$ cat src/rtl/sci_rate_pkg.sv
`timescale 1ns/1ps
package sci_rate_pkg;

   // First-stage factor chosen by the two-bit prescaler select.
   function automatic int unsigned presc_factor(input logic [1:0] psel);
      case (psel)
         2'd0:    return 1;
         2'd1:    return 3;
         2'd2:    return 4;
         default: return 13;
      endcase
   endfunction

   // Total bus clocks per tick for one direction.
   function automatic int unsigned div_total(input logic [1:0] psel,
                                             input int unsigned csel,
                                             input int unsigned fine);
      int unsigned d;
      d = (fine != 0) ? fine : (32'd1 << csel);
      return presc_factor(psel) * d;
   endfunction

endpackage

$ cat src/rtl/sci_rate_reg.sv
`timescale 1ns/1ps
module sci_rate_reg #(
   parameter int REG_W  = 8,
   parameter int FINE_W = 8
) (
   input  logic              clk,
   input  logic              rst_n,
   input  logic              rate_wr,
   input  logic [REG_W-1:0]  rate_wdata,
   input  logic [FINE_W-1:0] tx_fine,
   input  logic [FINE_W-1:0] rx_fine,
   output logic [REG_W-1:0]  rate_q,
   output logic              restart
);

   logic [FINE_W-1:0] tx_fine_q;
   logic [FINE_W-1:0] rx_fine_q;

   always_ff @(posedge clk) begin
      if (!rst_n) begin
         rate_q    <= '0;
         tx_fine_q <= '0;
         rx_fine_q <= '0;
      end else begin
         if (rate_wr) rate_q <= rate_wdata;
         tx_fine_q <= tx_fine;
         rx_fine_q <= rx_fine;
      end
   end

   // Any write, or a fresh value on a fine input, realigns both counters.
   always_comb begin
      restart = rate_wr | (tx_fine != tx_fine_q) | (rx_fine != rx_fine_q);
   end

endmodule

$ cat src/rtl/sci_rate_div.sv
`timescale 1ns/1ps
module sci_rate_div #(
   parameter int FINE_W = 8,
   parameter int CSEL_W = 3,
   parameter int CNT_W  = 12
) (
   input  logic              clk,
   input  logic              rst_n,
   input  logic              restart,
   input  logic [1:0]        psel,
   input  logic [CSEL_W-1:0] csel,
   input  logic [FINE_W-1:0] fine,
   output logic              tick
);

   int unsigned       total;
   logic [CNT_W-1:0]  last_cnt;
   logic [CNT_W-1:0]  cnt;

   always_comb begin
      total    = sci_rate_pkg::div_total(psel, 32'(csel), 32'(fine));
      last_cnt = CNT_W'(total - 32'd1);
   end

   always_ff @(posedge clk) begin
      if (!rst_n) begin
         cnt  <= '0;
         tick <= 1'b0;
      end else if (restart) begin
         cnt  <= '0;
         tick <= 1'b0;
      end else if (cnt == last_cnt) begin
         cnt  <= '0;
         tick <= 1'b1;
      end else begin
         cnt  <= cnt + 1'b1;
         tick <= 1'b0;
      end
   end

endmodule

$ cat src/rtl/sci_rate_gen.sv
`timescale 1ns/1ps
module sci_rate_gen #(
   parameter int FINE_W = 8,
   parameter int CSEL_W = 3
) (
   input  logic              clk,
   input  logic              rst_n,
   input  logic              rate_wr,
   input  logic [7:0]        rate_wdata,
   output logic [7:0]        rate_rdata,
   input  logic [FINE_W-1:0] tx_fine,
   input  logic [FINE_W-1:0] rx_fine,
   output logic              tx_tick,
   output logic              rx_tick
);

   localparam int REG_W      = 2 + 2 * CSEL_W;
   localparam int MAX_COARSE = 1 << ((1 << CSEL_W) - 1);
   localparam int MAX_FINE   = (1 << FINE_W) - 1;
   localparam int MAX_DIV    = (MAX_COARSE > MAX_FINE) ? MAX_COARSE : MAX_FINE;
   localparam int CNT_W      = $clog2(13 * MAX_DIV + 1);

   if (REG_W != 8) begin : g_bad_layout
      $error("sci_rate_gen: select fields must fill an 8-bit register");
   end
   if (FINE_W < 1 || FINE_W > 16) begin : g_bad_fine
      $error("sci_rate_gen: FINE_W out of range");
   end

   logic [REG_W-1:0]  rate_q;
   logic              restart;
   logic [1:0]        ticks;

   sci_rate_reg #(.REG_W(REG_W), .FINE_W(FINE_W)) u_reg (
      .clk        (clk),
      .rst_n      (rst_n),
      .rate_wr    (rate_wr),
      .rate_wdata (rate_wdata),
      .tx_fine    (tx_fine),
      .rx_fine    (rx_fine),
      .rate_q     (rate_q),
      .restart    (restart)
   );

   for (genvar gi = 0; gi < 2; gi++) begin : g_dir
      logic [CSEL_W-1:0] sel;
      logic [FINE_W-1:0] fine;
      if (gi == 0) begin : g_tx
         assign sel  = rate_q[2*CSEL_W-1 -: CSEL_W];
         assign fine = tx_fine;
      end else begin : g_rx
         assign sel  = rate_q[CSEL_W-1:0];
         assign fine = rx_fine;
      end
      sci_rate_div #(.FINE_W(FINE_W), .CSEL_W(CSEL_W), .CNT_W(CNT_W)) u_div (
         .clk     (clk),
         .rst_n   (rst_n),
         .restart (restart),
         .psel    (rate_q[REG_W-1 -: 2]),
         .csel    (sel),
         .fine    (fine),
         .tick    (ticks[gi])
      );
   end

   assign rate_rdata = rate_q;
   assign tx_tick    = ticks[0];
   assign rx_tick    = ticks[1];

endmodule

$ cat config.mk
export PLATFORM = sky130hd
export DESIGN_NAME = sci_rate_gen
export DESIGN_NICKNAME = d
export VERILOG_FILES = /design/src/rtl/sci_rate_pkg.sv /design/src/rtl/sci_rate_reg.sv /design/src/rtl/sci_rate_div.sv /design/src/rtl/sci_rate_gen.sv
export SDC_FILE = /design/constraint.sdc
export NUM_CORES = 1
export LEC_CHECK = 0
export BUFFER_PORTS_ARGS = -buffer_cell sky130_fd_sc_hd__buf_2
export CORE_UTILIZATION = 40
export DETAILED_ROUTE_END_ITERATION = 6
export GPL_ROUTABILITY_DRIVEN = 0
export SYNTH_ARGS = -nofsm -noshare
export SYNTH_HDL_FRONTEND = slang
export SYNTH_SLANG_ARGS = --single-unit
$ cat constraint.sdc
create_clock -name clk -period 6.5 [get_ports clk]
set_clock_uncertainty 0.05 [all_clocks]
set_input_delay 0.325 -clock clk [delete_from_list [all_inputs] [get_ports clk]]
set_output_delay 0.325 -clock clk [all_outputs]
set_load 0.005 [all_outputs]
==> metrics.sh, run 1 <==
CTS_CLOCK_PIN_SLEW_FOR_THE_WORST_SETUP_AND_HOLD_PATHS_NS=0.07
WL_PER_CELL_UM=13.8
FLOORPLAN.DIE_AREA_UM2=12400
POSTCTSRESIZEDCELLS=0
CLOCK.FMAX_GHz=0.194
MIN_HOLD_SLACK_NS=0.236
MAXCAPVIOLCOUNT=0
SYNTHESIS.AREA_PER_INSTANCE_UM2=8.77
CLOCKBUFFERDEPTH=2
STARTPOINT_TO_ENDPOINT_CLASS_OF_THE_CRITICAL_PATH='reg -> reg'
CLOCK_TREE.ROOT_CELL='sky130_fd_sc_hd__clkbuf_16'
DRT-PASS1-ITER-COUNT=6
POST_SYNTHESIS_SEQUENTIAL_ELEMENT_COUNT=50
HOLD_PATH_CLASS='in -> reg'
COMBPWRFRAC_PCT=45.2
PLACED_CELLS_INCL_TAPS=710
ANT_NETS=0
REPORT.FINAL.HOLD_VIOL_COUNT=0
NET_LOAD_SWITCHING_POWER_uW=423
RSZ_0062_RAISED_AFTER_GLOBAL_ROUTING='no'
CP-END-KIND='flip-flop'
POST_ROUTE_CELLS_DRIVE_ABOVE_1_SHARE_PCT=11.3
SYNTH.YOSYS.WARNINGS=0
GROUTE.USAGE.OVERALL_PCT=17.2
PIN_COUNT_OF_THE_BIGGEST_NET_ENTERING_GLOBAL_ROUTING=26
SWITCHING_SHARE_PCT=37.1
WORST_SLACK_SETUP_FINAL_NS=1.33
CTS-HOLD-FIX-BUFFERS=0
GRT_PASS1_WL_UM=17700
MAX_SLEW.WORST_PIN.SLEW_NS=1.05
CORE.ROWCOUNT=39
NUM-NETS-FINAL=677
CRIT_REQUIRED_NS=6.59
ROUTE.DETAILED.VIAS_PER_INST=5.32
PATH_CELLS='and2_1, nand2_1, ha_1, fa_1, inv_1, fa_1, ha_1, nand3_1, o211ai_1, xnor2_1, o21ai_0, a2111oi_4, a211oi_1'
CRITICAL_PATH.SLOWEST_CELL='sky130_fd_sc_hd__dfxtp_1'
DP_HPWL_UM=7990
PRE_CTS_SLACK_NS=1.13
SYNTHESIS.NETS=649
POST_SYNTH_INST_COUNT=546
VIOLATED_CHECKS='design-rule violations'
FIN_TNS_SETUP_NS=0
TRITONCTS_BUFFERS=5
MAX_SLEW_VIOLATIONS=0
FINALINSTANCEAREA_UM2=5230
COUNT_OF_PINS_ON_THE_BLOCK_BOUNDARY=37
CORE-AREA_UM2=11500
SYN-CELL-AREA_UM2=4790
FINAL.MIN_CLOCK_PERIOD_NS=5.17
CP_DATA_ARRIVAL_TIME_NS=5.26
ROUTED_WL_UM=9910
START_UTIL_PCT=41.6
GRT_ANTENNA_BEFORE_REPAIR=0
CRITICAL_PATH_PEAK_FANOUT=22
YOSYS_MOST_USED_DFF='sky130_fd_sc_hd__dfxtp_1'
DRCVIOLATIONCOUNT=14
NUMCLOCKSINKS=50
NUM_VIAS=3822
NUM_ANTENNA_CELLS=0
CELL_INTERNAL_PWR_uW=719
CHIPWIDTH_UM=111
LEAKAGEPOWER_nW=2.28
P_PER_AREA_nW_PER_UM2=218
OUTCOME='finished with violations'
AREA_GROWTH_PCT=9.30
FIRST_GLOBAL_VIAS=3878
IO_BUFFER_COUNT=36
NETLIST-CELL-TYPE-COUNT=55
DRT_ITER0_DRC=202
VDD_DROP_MAX_uV=156
NUMBER_OF_ENABLE_TYPE_REGISTER_CELLS_IN_THE_SYNTHESIZED_NETLIST=0
CTS_TREE='built'
SYNTH_SEQUENTIAL_AREA_RATIO_PCT=20.9
TIMING.CRITICAL_PATH.FROM_TYPE='flip-flop'
WORST_REL_SLEW_SLACK_PCT=29.8
SEQ_POWER_SHARE_PCT=28.3
NUMBER_OF_LEVELS_IN_THE_CLOCK_H_TREE=2
YS_ASYNC_SR_FRACTION_PCT=0
CRITPATHMAXSTAGEDELAY_NS=0.78
POST-ROUTE-PERIOD-UTIL_PCT=79.5
SETUP_VIOLATIONS=0
INSTANCES_NO_FILL=718
POST-CTS-SETUP-BUFFERS=0
VERT_DIE_DIM_UM=111
P_CLK_SHARE_PCT=26.5
PLACED_CELL_AREA_UM2=5070
GR-TOTAL-OVERFLOW=0
WORSTSKEWPAIRLATENCY_NS=0.29
NFILLCELLS=1120
==> through the flow <==
stage          utilization, %  power, mW
3_3_place_gp             44.0      0.833
6_report                 45.4       1.14
4_1_cts                  45.4       1.16
3_5_place_dp             44.0      0.847
2_1_floorplan               -      0.741
5_1_grt                  45.4       1.23
==> area by class of cell <==
type	instances	area (um^2)	share of cell area (%)
inverter	45	169	3.23
multi-input combinational	433	3510	67.2
tap	143	179	3.42
sequential	50	1000	19.1
timing repair buffer	39	203	3.87
clock buffer	6	129	2.46
clock inverter	2	37.5	0.717
==> layout by cell type (no fill, tap or decap), types with 10 or more instances in the layout <==
cell                       count
sky130_fd_sc_hd__nor2b_1      21
sky130_fd_sc_hd__ha_1         50
sky130_fd_sc_hd__fa_1         26
sky130_fd_sc_hd__nand4_1      10
sky130_fd_sc_hd__and3_1       12
sky130_fd_sc_hd__a21o_1       12
sky130_fd_sc_hd__dfxtp_1      50
sky130_fd_sc_hd__and2_1       18
sky130_fd_sc_hd__xor2_1       38
sky130_fd_sc_hd__xnor2_1      32
sky130_fd_sc_hd__buf_2        36
sky130_fd_sc_hd__a21oi_1      19
sky130_fd_sc_hd__nor2_1       21
sky130_fd_sc_hd__a311oi_1     11
sky130_fd_sc_hd__nand2_1      65
sky130_fd_sc_hd__a211oi_1     15
sky130_fd_sc_hd__inv_1        45
==> cells by family after synthesis <==
kind of cell / Yosys count / share of synthesized area, %
simple gates: 185 / 20.0
compound gates: 93 / 14.8
fa+ha+maj: 76 / 23.9
xor+xnor: 70 / 12.8
buf+inv: 63 / 5.67
flops: 50 / 20.9
mux: 9 / 1.88
==> synth_stat cells (all sizes together), types with 5 or more instances <==
master	count	area share, %
nand2	65	5.1
dfxtp	50	21
ha	50	13
inv	45	3.5
xor2	38	7.0
xnor2	32	5.9
fa	26	11
nor2	21	1.6
nor2b	21	2.7
a21oi	19	2.0
and2	19	2.5
a211oi	15	2.4
clkbuf	14	1.5
and3	13	1.7
a21o	12	1.9
a311oi	11	2.0
nand4	10	1.3
mux2i	9	1.9
nand3	9	0.94
o21ai	8	0.84
a31o	7	1.3
nor4	7	0.91
nor3	5	0.52
==> final timing paths <==
kind,start,endpoint,slack [ns],cells past startpoint
worst min register to register,g_dir[1].u_div.cnt[0]$_SDFF_PP0_,g_dir[1].u_div.cnt[0]$_SDFF_PP0_,0.47,1
worst max register to register,u_reg.rate_q[7]$_SDFFE_PN0P_,g_dir[1].u_div.cnt[0]$_SDFF_PP0_,1.33,13
worst max-delay path,u_reg.rate_q[7]$_SDFFE_PN0P_,g_dir[1].u_div.cnt[0]$_SDFF_PP0_,1.33,13
worst min-delay path,rate_wdata[2],u_reg.rate_q[2]$_SDFFE_PN0P_,0.24,3
==> power groups by stage <==
stage | Combinational, mW | Clock, mW | Sequential [mW]
after global placement | 0.503 | 0 | 0.330
after detailed placement | 0.516 | 0 | 0.330
after CTS | 0.521 | 0.313 | 0.323
after floorplan | 0.414 | 0 | 0.327
final | 0.516 | 0.303 | 0.323
after global routing | 0.585 | 0.323 | 0.325
==> flip-flops by register name (all words and copies together), names as in the netlist <==
register          count
u_reg.rx_fine_q       8
g_dir.u_div.tick      2
g_dir.u_div.cnt      24
u_reg.tx_fine_q       8
u_reg.rate_q          8
==> per-layer routing <==
| metal | track usage (%) | share of wire [%] |
|---|---|---|
| met4 | 4.41 | 1.3 |
| met2 | 29.7 | 46 |
| met1 | 22.4 | 50 |
| met3 | 2.56 | 2.7 |
| met5 | 0 | 0 |
==> worst max-delay path: cells and delay by family, from the launching register on <==
family / cells / cell delay, ns
fa+ha+maj: 4 / 1.77
compound gates: 4 / 1.39
simple gates: 3 / 0.79
flops: 1 / 0.78
xor+xnor: 1 / 0.16
buf+inv: 1 / 0.06
Note: power is estimated with default switching activity, not from simulation.
==> run 2: changes to the inputs <==
clock period = 5.4 ns   (was 6.5 ns; I/O delays follow)
==> metrics.sh, run 2 (same netlist as run 1, synthesis figures left out) <==
OUTCOME='finished with violations'
VIOLATED_CHECKS='design-rule violations'
TRITONCTS_BUFFERS=5
FINALINSTANCEAREA_UM2=5270
GR-TOTAL-OVERFLOW=0
COUNT_OF_PINS_ON_THE_BLOCK_BOUNDARY=37
MET3_USAGE_PCT=2.61
START_UTIL_PCT=41.6
POST-CTS-SETUP-BUFFERS=0
WORSTSKEWPAIRLATENCY_NS=0.30
NUMCLOCKSINKS=50
CLOCK_TREE.ROOT_CELL='sky130_fd_sc_hd__clkbuf_16'
MIN-DELAY-START='rate_wdata[3]'
VDD_DROP_MAX_uV=128
HOLD_PATH_CLASS='in -> reg'
LAYOUT.CELLS.MOST_COMMON='sky130_fd_sc_hd__nand2_1'
CRITICAL_PATH.SLOWEST_CELL='sky130_fd_sc_hd__or4_4'
CP_NUM_BUF_INV=3
GLOBAL_ROUTE.USAGE.MET2_PCT=30.6
REG2REGPATHDEPTH=16
GLOBALROUTE.BUSIESTLAYER='met2'
POST-ROUTE-PERIOD-UTIL_PCT=91.0
NUM_VIAS=3812
NUMBER_OF_LEVELS_IN_THE_CLOCK_H_TREE=2
DRCVIOLATIONCOUNT=14
P_PER_AREA_nW_PER_UM2=263
GRT_PASS1_WL_UM=18400
GRT_ANTENNA_BEFORE_REPAIR=0
POSTCTSRESIZEDCELLS=0
MAX_SLEW_VIOLATIONS=0
CTS_CLOCK_PIN_SLEW_FOR_THE_WORST_SETUP_AND_HOLD_PATHS_NS=0.07
AREA_GROWTH_PCT=10.1
HOLD_PATH_DEPTH=3
LARGEST-REGISTER='g_dir.u_div.cnt'
GROUTE.USAGE.OVERALL_PCT=17.8
FINAL.MIN_CLOCK_PERIOD_NS=4.92
CLOCKBUFFERDEPTH=2
MOST_FREQUENT_CELLS_IN_THE_LAYOUT='65 x sky130_fd_sc_hd__nand2_1, 50 x sky130_fd_sc_hd__ha_1, 50 x sky130_fd_sc_hd__dfxtp_1, 45 x sky130_fd_sc_hd__inv_1, 38 x sky130_fd_sc_hd__xor2_1'
CORE.ROWCOUNT=39
MAX_SLEW.WORST_PIN.SLEW_NS=1.04
TIMING.CRITICAL_PATH.FROM_TYPE='primary input'
WORST_REL_SLEW_SLACK_PCT=30.0
CRITPATHMAXSTAGEDELAY_NS=0.57
ROUTE.DETAILED.VIAS_PER_INST=5.28
NUM-NETS-FINAL=681
FIRST_GLOBAL_VIAS=3961
CTS_TREE='built'
VERT_DIE_DIM_UM=111
LEAKAGEPOWER_nW=2.30
PLACED_CELL_AREA_UM2=5100
POST_ROUTE_CELLS_DRIVE_ABOVE_1_SHARE_PCT=12.1
RSZ_0062_RAISED_AFTER_GLOBAL_ROUTING='no'
CRITICAL_PATH_PEAK_FANOUT=13
FLOORPLAN.DIE_AREA_UM2=12400
WL_PER_CELL_UM=14.0
CHIPWIDTH_UM=111
DRT_ITER0_DRC=232
IO_BUFFER_COUNT=36
CP-END-KIND='flip-flop'
CP_TOP_FAMILY='adder cells'
ROUTED_WL_UM=10100
CTS-HOLD-FIX-BUFFERS=0
CRITICAL_R2R_CAPTURE='g_dir[0].u_div.cnt[5]$_SDFF_PP0_'
FIN_TNS_SETUP_NS=0
DP_HPWL_UM=8030
WORSTHOLDENDPOINT='u_reg.rate_q[3]$_SDFFE_PN0P_'
LARGEST_REG_FLOPS=24
SETUP_VIOLATIONS=0
PIN_COUNT_OF_THE_BIGGEST_NET_ENTERING_GLOBAL_ROUTING=26
NUM_ANTENNA_CELLS=0
RRSETUPSLACK_NS=0.66
ANT_NETS=0
STARTPOINT_TO_ENDPOINT_CLASS_OF_THE_CRITICAL_PATH='in -> reg'
CLOCK.FMAX_GHz=0.203
DRT-PASS1-ITER-COUNT=6
REPORT.FINAL.HOLD_VIOL_COUNT=0
CORE-AREA_UM2=11500
CP_DATA_ARRIVAL_TIME_NS=5.02
CRIT_REQUIRED_NS=5.50
PATH_CELLS='buf_2, or4_4, nor4_1, a21o_1, nand2_1, ha_1, fa_1, inv_1, fa_1, ha_1, a21oi_1, o211ai_1, nor3_1, nand4_1, a2111oi_2, buf_4, a311oi_1'
POSTLAYOUTCOREUTIL_PCT=45.8
R2R-START='u_reg.rate_q[5]$_SDFFE_PN0P_'
NFILLCELLS=1139
MAXCAPVIOLCOUNT=0
GRT.MET1_USAGE_PCT=23.5
## run 2: how the worst max path moves through the flow
| stage | startpoint | end | slack, ns | cells after the start |
|---|---|---|---|---|
| 5_1_grt | tx_fine[0] | g_dir[0].u_div.cnt[11]$_SDFF_PP0_ | 0.17 | 17 |
| 6_report | tx_fine[0] | g_dir[0].u_div.cnt[5]$_SDFF_PP0_ | 0.48 | 17 |
| 4_1_cts | tx_fine[0] | g_dir[0].u_div.cnt[5]$_SDFF_PP0_ | 0.44 | 17 |
| 3_5_place_dp | tx_fine[0] | g_dir[0].u_div.cnt[11]$_SDFF_PP0_ | 0.16 | 17 |
| 3_3_place_gp | tx_fine[0] | g_dir[0].u_div.cnt[3]$_SDFF_PP0_ | 0.33 | 17 |
| 2_1_floorplan | tx_fine[0] | g_dir[0].u_div.cnt[10]$_SDFF_PP0_ | 0.55 | 16 |
## run 2: report_power, final
group          internal [mW]  switching [mW]  leakage, nW
sequential             0.378         0.00798        0.409
combinational          0.268           0.355         1.81
clock                  0.222           0.151       0.0848
## run 2: per-layer routing
metal	routed length [um]	part of all wire, %
met5	0	0
met4	117	1.2
met3	330	3.3
met2	4790	48
met1	4840	48
## run 2: layout make-up
| class | count | area (um^2) | share of cell area (%) |
|---|---|---|---|
| sequential | 50 | 1000 | 19.0 |
| inverter | 45 | 169 | 3.21 |
| timing repair buffer | 43 | 233 | 4.42 |
| multi-input combinational | 433 | 3510 | 66.7 |
| clock inverter | 3 | 47.5 | 0.902 |
| clock buffer | 5 | 125 | 2.37 |
| tap | 143 | 179 | 3.40 |
## run 2: metrics by stage
stage	power, mW	std cells	worst slack (ns)	hold slack [ns]
after floorplan	0.892	546	0.554	0.347
after CTS	1.40	722	0.443	0.179
final	1.38	722	0.485	0.181
after global routing	1.50	722	0.175	0.198
after detailed placement	1.01	714	0.164	0.454
after global placement	1.01	714	0.334	0.436
## run 2: worst reg2reg max path, stage by stage, from the launching register on
cell and delay [ns]:
sky130_fd_sc_hd__dfxtp_1 0.40, sky130_fd_sc_hd__inv_1 0.08, sky130_fd_sc_hd__nor4_1 0.51, sky130_fd_sc_hd__a21o_1 0.25, sky130_fd_sc_hd__nand2_1 0.07, sky130_fd_sc_hd__ha_1 0.35, sky130_fd_sc_hd__fa_1 0.55, sky130_fd_sc_hd__inv_1 0.06
sky130_fd_sc_hd__fa_1 0.48, sky130_fd_sc_hd__ha_1 0.39, sky130_fd_sc_hd__a21oi_1 0.29, sky130_fd_sc_hd__o211ai_1 0.15, sky130_fd_sc_hd__nor3_1 0.14, sky130_fd_sc_hd__nand4_1 0.11, sky130_fd_sc_hd__a2111oi_2 0.35, sky130_fd_sc_hd__buf_4 0.25
sky130_fd_sc_hd__a311oi_1 0.11
==> run 3: changes to the inputs <==
PLACE_DENSITY = 0.58   (was not set)
==> metrics.sh, run 3 (same netlist as run 1, synthesis figures left out) <==
OUTCOME='finished with violations'
VIOLATED_CHECKS='design-rule violations'
DRCVIOLATIONCOUNT=14
GRT_ANTENNA_BEFORE_REPAIR=0
CP_TOP_FAMILY='adder cells'
ROUTE.DETAILED.VIAS_PER_INST=5.30
GROUTE.USAGE.OVERALL_PCT=17.4
AREA.SEQUENTIAL_UM2=1000
POSTCTSRESIZEDCELLS=0
FIN_TNS_SETUP_NS=0
MULTI_INPUT_AREA_UM2=3510
FLOORPLAN.DIE_AREA_UM2=12400
AREA_GROWTH_PCT=9.93
CTS_CLOCK_PIN_SLEW_FOR_THE_WORST_SETUP_AND_HOLD_PATHS_NS=0.07
CP_NUM_BUF_INV=3
ROUTED_WL_UM=9930
ANT_NETS=0
WL_PER_CELL_UM=13.8
PIN_COUNT_OF_THE_BIGGEST_NET_ENTERING_GLOBAL_ROUTING=26
FINALINSTANCEAREA_UM2=5260
CP-END-KIND='flip-flop'
POST-ROUTE-PERIOD-UTIL_PCT=91.6
CORE-AREA_UM2=11500
DRT_ITER0_DRC=187
PATH_CELLS='buf_2, or4_4, nor4_1, a21o_1, nand2_1, ha_1, fa_1, inv_1, fa_1, ha_1, a21oi_1, o211ai_1, nor3_1, nand4_1, a2111oi_2, buf_4, and4_1'
CRITICAL_PATH_PEAK_FANOUT=13
TIMING.CRITICAL_PATH.FROM_TYPE='primary input'
MAX_SLEW_VIOLATIONS=0
CRITPATHMAXSTAGEDELAY_NS=0.57
CORE.ROWCOUNT=39
TRITONCTS_BUFFERS=5
VERT_DIE_DIM_UM=111
POST-CTS-SETUP-BUFFERS=0
FIRST_GLOBAL_VIAS=3957
DP_HPWL_UM=8000
CTS_TREE='built'
DRT-PASS1-ITER-COUNT=7
STARTPOINT_TO_ENDPOINT_CLASS_OF_THE_CRITICAL_PATH='in -> reg'
CLOCK.FMAX_GHz=0.202
PLACED_CELL_AREA_UM2=5100
RSZ_0062_RAISED_AFTER_GLOBAL_ROUTING='no'
NUM_VIAS=3827
MAX_SLEW.WORST_PIN.SLEW_NS=0.992
P_PER_AREA_nW_PER_UM2=261
CLOCK_TREE.ROOT_CELL='sky130_fd_sc_hd__clkbuf_16'
NUM-NETS-FINAL=681
LAYOUT.CELLS.MOST_COMMON='sky130_fd_sc_hd__nand2_1'
FINAL.MIN_CLOCK_PERIOD_NS=4.95
CP_DATA_ARRIVAL_TIME_NS=5.13
WORSTSKEWPAIRLATENCY_NS=0.29
COUNT_OF_PINS_ON_THE_BLOCK_BOUNDARY=37
NUMBER_OF_LEVELS_IN_THE_CLOCK_H_TREE=2
WORST_REL_SLEW_SLACK_PCT=33.3
NUMCLOCKSINKS=50
NFILLCELLS=1153
MOST_FREQUENT_CELLS_IN_THE_LAYOUT='65 x sky130_fd_sc_hd__nand2_1, 50 x sky130_fd_sc_hd__ha_1, 50 x sky130_fd_sc_hd__dfxtp_1, 45 x sky130_fd_sc_hd__inv_1, 38 x sky130_fd_sc_hd__xor2_1'
HOLD_PATH_CLASS='in -> reg'
LEAKAGEPOWER_nW=2.30
CRITICAL_PATH.SLOWEST_CELL='sky130_fd_sc_hd__or4_4'
CTS-HOLD-FIX-BUFFERS=0
REPORT.FINAL.HOLD_VIOL_COUNT=0
VDD_DROP_MAX_uV=108
LARGEST-REGISTER='g_dir.u_div.cnt'
CLOCKBUFFERDEPTH=2
GR-TOTAL-OVERFLOW=0
MAXCAPVIOLCOUNT=0
CRIT_REQUIRED_NS=5.59
IO_BUFFER_COUNT=36
LARGEST_REG_FLOPS=24
NUM_ANTENNA_CELLS=0
CHIPWIDTH_UM=111
SETUP_VIOLATIONS=0
GRT_PASS1_WL_UM=18000
START_UTIL_PCT=41.6
POST_ROUTE_CELLS_DRIVE_ABOVE_1_SHARE_PCT=11.9
## run 3: layout make-up
type | count | area share [%]
multi-input cells | 433 | 66.8
flip-flops and latches | 50 | 19.0
repair buffers | 43 | 4.42
well taps | 143 | 3.40
inverters | 45 | 3.21
clock buffers | 6 | 2.45
clock inverters | 2 | 0.713
## run 3: worst reg2reg max path, cell delays in order, from the launching register on
cell and delay, ns:
sky130_fd_sc_hd__dfxtp_1 0.40, sky130_fd_sc_hd__inv_1 0.08, sky130_fd_sc_hd__nor4_1 0.53, sky130_fd_sc_hd__a21o_1 0.26, sky130_fd_sc_hd__nand2_1 0.07, sky130_fd_sc_hd__ha_1 0.34
sky130_fd_sc_hd__fa_1 0.54, sky130_fd_sc_hd__inv_1 0.06, sky130_fd_sc_hd__fa_1 0.48, sky130_fd_sc_hd__ha_1 0.39, sky130_fd_sc_hd__a21oi_1 0.29, sky130_fd_sc_hd__o211ai_1 0.14
sky130_fd_sc_hd__nor3_1 0.18, sky130_fd_sc_hd__nand4_1 0.13, sky130_fd_sc_hd__a2111oi_2 0.34, sky130_fd_sc_hd__buf_4 0.25, sky130_fd_sc_hd__and4_1 0.20
## run 3: path summary, 6_finish.rpt
| check | from | endpoint | slack [ns] | cells past startpoint |
|---|---|---|---|---|
| max | tx_fine[0] | g_dir[0].u_div.tick$_SDFF_PP0_ | 0.45 | 17 |
| min | rate_wdata[2] | u_reg.rate_q[2]$_SDFFE_PN0P_ | 0.18 | 3 |
| max reg2reg | u_reg.rate_q[5]$_SDFFE_PN0P_ | g_dir[0].u_div.tick$_SDFF_PP0_ | 0.63 | 16 |
| min reg2reg | g_dir[1].u_div.cnt[0]$_SDFF_PP0_ | g_dir[1].u_div.cnt[0]$_SDFF_PP0_ | 0.44 | 1 |
## run 3: power by group
part | internal (mW) | switching (mW)
registers | 0.379 | 0.00797
logic | 0.268 | 0.356
clock network | 0.219 | 0.143
## run 3: per-layer routing
metal	share of wire, %	up-vias	track usage, %
li1	-	1948	-
met1	49	1789	22.8
met2	46	72	29.4
met3	3.0	18	2.40
met4	1.9	0	5.77
met5	0	-	0
## run 3: stage by stage
stage / setup WS (ns) / utilization, % / power, mW / instances / hold slack (ns)
after global routing: 0.149 / 45.7 / 1.49 / 722 / 0.187
after global placement: 0.314 / 44.3 / 1.01 / 714 / 0.434
after CTS: 0.479 / 45.7 / 1.39 / 722 / 0.178
final: 0.454 / 45.7 / 1.37 / 722 / 0.181
after floorplan: 0.554 / - / 0.892 / 546 / 0.347
after detailed placement: 0.184 / 44.3 / 1.02 / 714 / 0.443
